$ cat config.mk
export PLATFORM = sky130hd
export DESIGN_NAME = bsc_pin_cell
export DESIGN_NICKNAME = d
export VERILOG_FILES = /design/src/rtl/bsc_pkg.sv /design/src/rtl/bsc_stage_cell.sv /design/src/rtl/bsc_bidir_seg.sv /design/src/rtl/bsc_pin_cell.sv
export SDC_FILE = /design/constraint.sdc
export NUM_CORES = 1
export LEC_CHECK = 0
export ABC_AREA = 1
export CAP_MARGIN = 20
export CORE_AREA = 2 2 39 41
export DETAILED_ROUTE_END_ITERATION = 8
export DIE_AREA = 0 0 41 43
export MAX_ROUTING_LAYER = met4
export PLACE_DENSITY_LB_ADDON = 0.3
export SLEW_MARGIN = 0
export SYNTH_ARGS = -nofsm -noshare
export SYNTH_HDL_FRONTEND = slang
export SYNTH_SLANG_ARGS = --single-unit
$ cat constraint.sdc
create_clock -name clk -period 0.8 [get_ports clk]
set_input_delay 0.16 -clock clk [delete_from_list [all_inputs] [get_ports clk]]
set_output_delay 0.16 -clock clk [all_outputs]
set_load 0.03 [all_outputs]
$ cat src/rtl/bsc_pkg.sv
package bsc_pkg;

    localparam int unsigned CHAIN_LEN = 3;

    typedef struct packed {
        logic pue;
        logic oe;
        logic dat;
    } pin_drive_t;

    function automatic pin_drive_t pick_drive(input logic ext_mode,
                                              input pin_drive_t from_scan,
                                              input pin_drive_t from_port);
        return ext_mode ? from_scan : from_port;
    endfunction

endpackage

$ cat src/rtl/bsc_stage_cell.sv
module bsc_stage_cell #(
    parameter logic RST_VAL = 1'b0
) (
    input  logic clk,
    input  logic rst,
    input  logic cap_src,
    input  logic ser_in,
    input  logic capture_en,
    input  logic shift_en,
    input  logic update_en,
    output logic stage_q,
    output logic latch_q
);

    always_ff @(posedge clk) begin
        if (rst) begin
            stage_q <= RST_VAL;
        end else if (capture_en) begin
            stage_q <= cap_src;
        end else if (shift_en) begin
            stage_q <= ser_in;
        end
    end

    always_ff @(posedge clk) begin
        if (rst) begin
            latch_q <= RST_VAL;
        end else if (update_en) begin
            latch_q <= stage_q;
        end
    end

    // R2 capture loads source
    p_capture_r2: assert property (@(posedge clk) disable iff (rst)
        capture_en |=> stage_q == $past(cap_src));
    // R3 / R4 shift only without capture
    p_shift_r3: assert property (@(posedge clk) disable iff (rst)
        (shift_en && !capture_en) |=> stage_q == $past(ser_in));
    // R8 hold when idle
    p_hold_r8: assert property (@(posedge clk) disable iff (rst)
        (!shift_en && !capture_en) |=> $stable(stage_q));
    // R5 latch load and hold
    p_update_r5: assert property (@(posedge clk) disable iff (rst)
        update_en |=> latch_q == $past(stage_q));
    p_latch_hold_r5: assert property (@(posedge clk) disable iff (rst)
        !update_en |=> $stable(latch_q));

endmodule

$ cat src/rtl/bsc_bidir_seg.sv
module bsc_bidir_seg (
    input  logic clk,
    input  logic rst,
    input  logic ser_in,
    input  logic capture_en,
    input  logic shift_en,
    input  logic update_en,
    input  logic port_oe,
    input  logic pad_in,
    output logic ctl_latch,
    output logic dat_latch,
    output logic ser_out
);

    logic ctl_stage;

    bsc_stage_cell #(.RST_VAL(1'b0)) u_ctl (
        .clk(clk), .rst(rst), .cap_src(port_oe), .ser_in(ser_in),
        .capture_en(capture_en), .shift_en(shift_en), .update_en(update_en),
        .stage_q(ctl_stage), .latch_q(ctl_latch)
    );

    // data stage: captures the raw pin level, updates drive data
    bsc_stage_cell #(.RST_VAL(1'b0)) u_dat (
        .clk(clk), .rst(rst), .cap_src(pad_in), .ser_in(ctl_stage),
        .capture_en(capture_en), .shift_en(shift_en), .update_en(update_en),
        .stage_q(ser_out), .latch_q(dat_latch)
    );

endmodule

$ cat src/rtl/bsc_pin_cell.sv
module bsc_pin_cell
    import bsc_pkg::*;
(
    input  logic clk,
    input  logic rst,
    input  logic scan_in,
    input  logic capture_en,
    input  logic shift_en,
    input  logic update_en,
    input  logic extest,
    input  logic port_oe,
    input  logic port_do,
    input  logic port_pue,
    input  logic pad_in,
    output logic pad_oe,
    output logic pad_do,
    output logic pad_pue,
    output logic scan_out
);

    logic       pu_stage;
    pin_drive_t scan_drv;
    pin_drive_t port_drv;
    pin_drive_t pad_drv;

    bsc_stage_cell #(.RST_VAL(1'b0)) u_pu (
        .clk(clk), .rst(rst), .cap_src(port_pue), .ser_in(scan_in),
        .capture_en(capture_en), .shift_en(shift_en), .update_en(update_en),
        .stage_q(pu_stage), .latch_q(scan_drv.pue)
    );

    bsc_bidir_seg u_seg (
        .clk(clk), .rst(rst), .ser_in(pu_stage),
        .capture_en(capture_en), .shift_en(shift_en), .update_en(update_en),
        .port_oe(port_oe), .pad_in(pad_in),
        .ctl_latch(scan_drv.oe), .dat_latch(scan_drv.dat), .ser_out(scan_out)
    );

    always_comb begin
        port_drv = '{pue: port_pue, oe: port_oe, dat: port_do};
        pad_drv  = pick_drive(extest, scan_drv, port_drv);
        pad_oe   = pad_drv.oe;
        pad_do   = pad_drv.dat;
        pad_pue  = pad_drv.pue;
    end

    // R1 chain output clear right after reset
    p_reset_clear_r1: assert property (@(posedge clk) disable iff (rst)
        $past(rst) |-> scan_out == 1'b0);
    // R7 pad steady under extest while no update occurs
    p_ext_steady_r7: assert property (@(posedge clk) disable iff (rst)
        (extest && !update_en) |=>
            (!extest || ($stable(pad_oe) && $stable(pad_do) && $stable(pad_pue))));

endmodule

# ---- Word-level counts from Yosys, hierarchy flattened
# Cells that the tools add are included.
dict set report classes {
  mux 7
  n_reduce_logical 1
}
# operator n
set op_table {}
lappend op_table {{two-way mux 1 bit} 6}
lappend op_table {{two-way mux 3 bit} 1}
lappend op_table {{nonzero test 2 bit} 1}
dict set report word_totals {
  reg_bits 6
  in_bits 11
  output_inout_bits 4
}

# ---- Depth between registers and ports, before layout
dict set report logic_depth {
  word_depth 2
  mapped_depth 5
}

# ---- Hierarchy
# From an unflattened synthesis, not the netlist that was laid out.
dict set report hier_totals {
  cells_unflattened 52
  area_unflattened_um2 307.8
}
# module n_inst cells_per_inst area_per_inst_um2 seq_area_each_um2
set modules_own_cells {}
lappend modules_own_cells {bsc_stage_cell 3 14 90.1 40.0}
lappend modules_own_cells {bsc_pin_cell 1 10 37.5 0.0}

# ---- Least setup slack after synthesis
# Ideal clock, no wire load.
dict set report synth_timing {
  path_type {input port to output port}
  start {input port port_oe}
  end {output port pad_oe}
  arrival_time_ns 0.870
  required_ns 0.640
  setup_slack_ns -0.230
  stages 2
  path_buffers 0
  cell_sequence {inv_1 > o21ai_0}
}
dict set report synth_via {
  elab_chain_cells 1
}
# item line
set synth_rtl {}
lappend synth_rtl {{start: declaration} bsc_pin_cell.sv:11} ;# input logic port_oe,
lappend synth_rtl {{two-way mux 3 bit} bsc_pkg.sv:14} ;# return ext_mode ? from_scan : from_port;
lappend synth_rtl {{end: declaration} bsc_pin_cell.sv:15} ;# output logic pad_oe,
# Every way passes these cells.

# ---- Worst setup path in the final report
dict set report layout_timing {
  start {register u_seg.u_dat.latch_q}
  end {output port pad_do}
}
dict set report layout_via {
  elab_chain_cells 1
}
# item line
set layout_rtl {}
lappend layout_rtl {{start: declaration} bsc_stage_cell.sv:12} ;# output logic latch_q
lappend layout_rtl {{start signal: assignment} bsc_stage_cell.sv:29} ;# latch_q <= stage_q;
lappend layout_rtl {{two-way mux 3 bit} bsc_pkg.sv:14}
lappend layout_rtl {{end: declaration} bsc_pin_cell.sv:16} ;# output logic pad_do,
# Every way passes these cells.

==> summary.md <==
| Metric | Value |
|---|---|
| Synth cell types | `11` |
| Placed Instances | `73` |
| Port bufs | `14` |
| Synth Flop Type | `dfxtp_1` |
| Critical Path Start Type | `flop` |
| Hold Fails Final Rpt | `0` |
| Clock sinks | `6` |
| Drt drc | `0` |
| Placed instance area | `448 µm²` |
| Slowest-stage cell, CP | `dfxtp_2` |
| CTS tree | `built` |
| Clock Skew | `0.000566 ns` |
| Worst slew pin tran | `0.220 ns` |
| Cell family with most CP delay | `flip-flops` |
| Die area | `1760 µm²` |
| Final #Nets | `77` |
| Worst R2R Path Depth | `5` |
| Critical path class | `flop to primary output` |
| Total track usage | `10.4%` |
| First-pass DRT Iterations | `4` |
| Fin util | `37.3%` |
| Met2 WL | `325 µm` |
| WL per Instance | `9.35 µm` |
| Yosys Warn Count | `0` |
| Clock buffer depth | `2` |
| Critical path buffers and inverters | `1` |
| Main area contributors after synthesis | `dfxtp_1 (42%), nand2_1 (13%), mux2_1 (7.9%), nor2_1 (7.9%), nand3_1 (7.0%)` |
| Hold-fix buffers, CTS | `0` |
| Core ar. | `1380 µm²` |
| Die Y-Extent | `43 µm` |
| Synth area leader | `dfxtp_1` |
| Minimum clock period | `1.11 ns` |
| Vias in the first global route | `316` |
| Vias | `333` |
| Vias/cell | `4.16` |
| Antenna Nets Post-Route | `0` |
| Share of layout cells above drive strength 1 | `34.4%` |
| Synthesis-to-layout area growth | `81.1%` |
| F_max | `0.903 GHz` |
| Share of the synthesized area in the top cell type | `42.1%` |
| PwrDens | `1570 nW/µm²` |
| Clock latency on the worst-skew pair | `0.24 ns` |
| Final non-filler cell total | `80` |
| Root Driver | `clkbuf_4` |
| Syn nets | `53` |
| WP depth | `2` |
| Post-Syn Area | `285 µm²` |
| Final setup TNS | `-0.846 ns` |
| MaxCap Viol Count | `0` |
| Failing checks | `negative setup slack` |
| Met3 routed WL | `58 µm` |
| Fin worst setup slack | `-0.307 ns` |
| Lkg Pwr | `0.282 nW` |
| Max Slew Vio Count | `0` |
| #FFs+latches synth | `6` |
| Async set or reset register ratio after synthesis | `0%` |
| Largest net degree at the start of global routing | `6` |
| Crit-path max FO | `2` |
| DR top layer | `met4` |
| Setup crit start | `u_seg.u_dat.latch_q` |
| ANT cells | `0` |
| CP Data Required Time | `0.64 ns` |
| Worst hold stages | `2` |
| Status | `finished, violations left` |
| Top cells by count, synth | `nand2_1 (10), dfxtp_1 (6), nor2_1 (6), inv_1 (5), nand3_1 (4)` |
| GR Overflow Total | `0` |
| Final wirelength | `748 µm` |
| Worst R2R End | `u_seg.u_dat.stage_q` |
| Hold Crit Start | `update_en` |
| Synth Instances | `42` |
| Avg Cell Area, Syn | `6.79 µm²` |
| GP Congestion | `0.675` |
| Antenna violations before repair | `0` |
| CTS buffer count | `3` |
| Starting Density | `20.6%` |
| Worst R2R Start | `u_seg.u_dat.stage_q` |
| Met1 wire length | `358 µm` |
| Design area | `517 µm²` |
| Power Total | `810 µW` |
| R2r setup slk | `0.06 ns` |
| Initial drt markers | `6` |
| Worst relative slew slack | `85.3%` |
| Count leader, synth | `nand2_1` |
| Final period utilization | `138%` |
| Crit. End Element | `primary output` |
| DP HPWL | `530 µm` |
| Clock-pin slew on the worst setup and hold paths | `0.04 ns` |
| IO Pins | `15` |
| Die X | `41 µm` |
| H-tree depth | `1` |
| RSZ-0062 raised after global routing | `yes` |
| First-pass GRT wire length | `1180 µm` |
| Row count | `14` |
| Critical path, cell by cell | `mux2_4, buf_6` |
| Worst Path Arrival | `0.95 ns` |
| Peak VDD IR | `0.000728 V` |
| Sequential fraction of the synthesis area | `42.1%` |
| WHS Endpoint | `u_seg.u_ctl.latch_q` |
| Finish-stage setup viols | `4` |
| EDFF count, synth | `0` |
| Critical path's largest stage delay | `0.31 ns` |
| Hold Crit Class | `input pin to flop` |
==> per-stage QoR <==
stage	hold WS (ns)	setup slack, ns
CTS	0.397	-0.316
floorplan	0.254	-0.00740
finish	0.216	-0.307
global route	0.238	-0.339
detailed placement	0.476	-0.975
global placement	0.473	-0.980
==> metal layers <==
metal / vias to the layer above / GRT usage [%]
li1: 177 / -
met1: 142 / 13.5
met2: 12 / 12.8
met3: 2 / 3.14
met4: 0 / 8.00
met5: - / -
==> cell families (layout without fill, tap and decap cells) <==
kind of cell	count (synthesis)	in the layout	share of synthesized area [%]
muxes	2	2	7.89
AOI/OAI and AO/OA	6	6	10.5
DFF	6	6	42.1
buffers and inverters	7	29	9.21
and+or+nand+nor	21	21	30.3
==> how the worst max path moves through the flow <==
stage          slack (ns)       to
4_1_cts             -0.32   pad_do
5_1_grt             -0.34   pad_do
3_5_place_dp        -0.98  pad_pue
6_report            -0.31   pad_do
3_3_place_gp        -0.98  pad_pue
2_1_floorplan      -0.007   pad_oe
==> area by class of cell <==
type                    instances  area, µm²
multi-input cells              29        150
clock buffers                   3       22.5
inverters                       7       26.3
fillers                       162        867
flip-flops and latches          6        124
repair buffers                 19        174
well taps                      16       20.0
==> sequential cells by signal, indices dropped and copies added (netlist names) <==
register	count
u_seg.u_dat.latch_q	1
u_seg.u_ctl.latch_q	1
u_pu.latch_q	1
u_pu.stage_q	1
u_seg.u_ctl.stage_q	1
u_seg.u_dat.stage_q	1
==> worst register-to-register path, cell delays in order (launching register included) <==
cell and delay (ns):
dfxtp_2 0.31, buf_4 0.13, nand2_1 0.05, nand3_1 0.06, nand2_1 0.06, inv_1 0.03
==> cell usage in the layout, fill, tap and decap left out <==
master and count:
dfxtp_2 3, inv_1 5, nor2_2 1, nand2_1 10
inv_2 2, clkdlybuf4s50_1 2, nor2_1 6, o21ai_1 2
nand3_1 4, buf_6 3, clkdlybuf4s15_1 1, buf_4 6
dlymetal6s2s_1 2, buf_2 1, a21oi_1 1, a21oi_2 1
o21ai_0 2, dfxtp_1 3, dlygate4sd2_1 4, mux2_4 2
clkbuf_4 3
==> where the power goes <==
group / internal, mW / switching [mW]
Sequential: 0.322 / 0.0114
Clock: 0.169 / 0.102
Combinational: 0.107 / 0.0974
==> timing repair <==
| action | 4_1_cts | 5_1_grt |
|---|---|---|
| resized for setup | 29 | 3 |
| pin swaps | 4 | 0 |
| setup buffers | 4 | 0 |
| setup endpoints to repair | 7 | 8 |
| hold endpoints to repair | 0 | 0 |
Power figures use the tool's default switching activity.
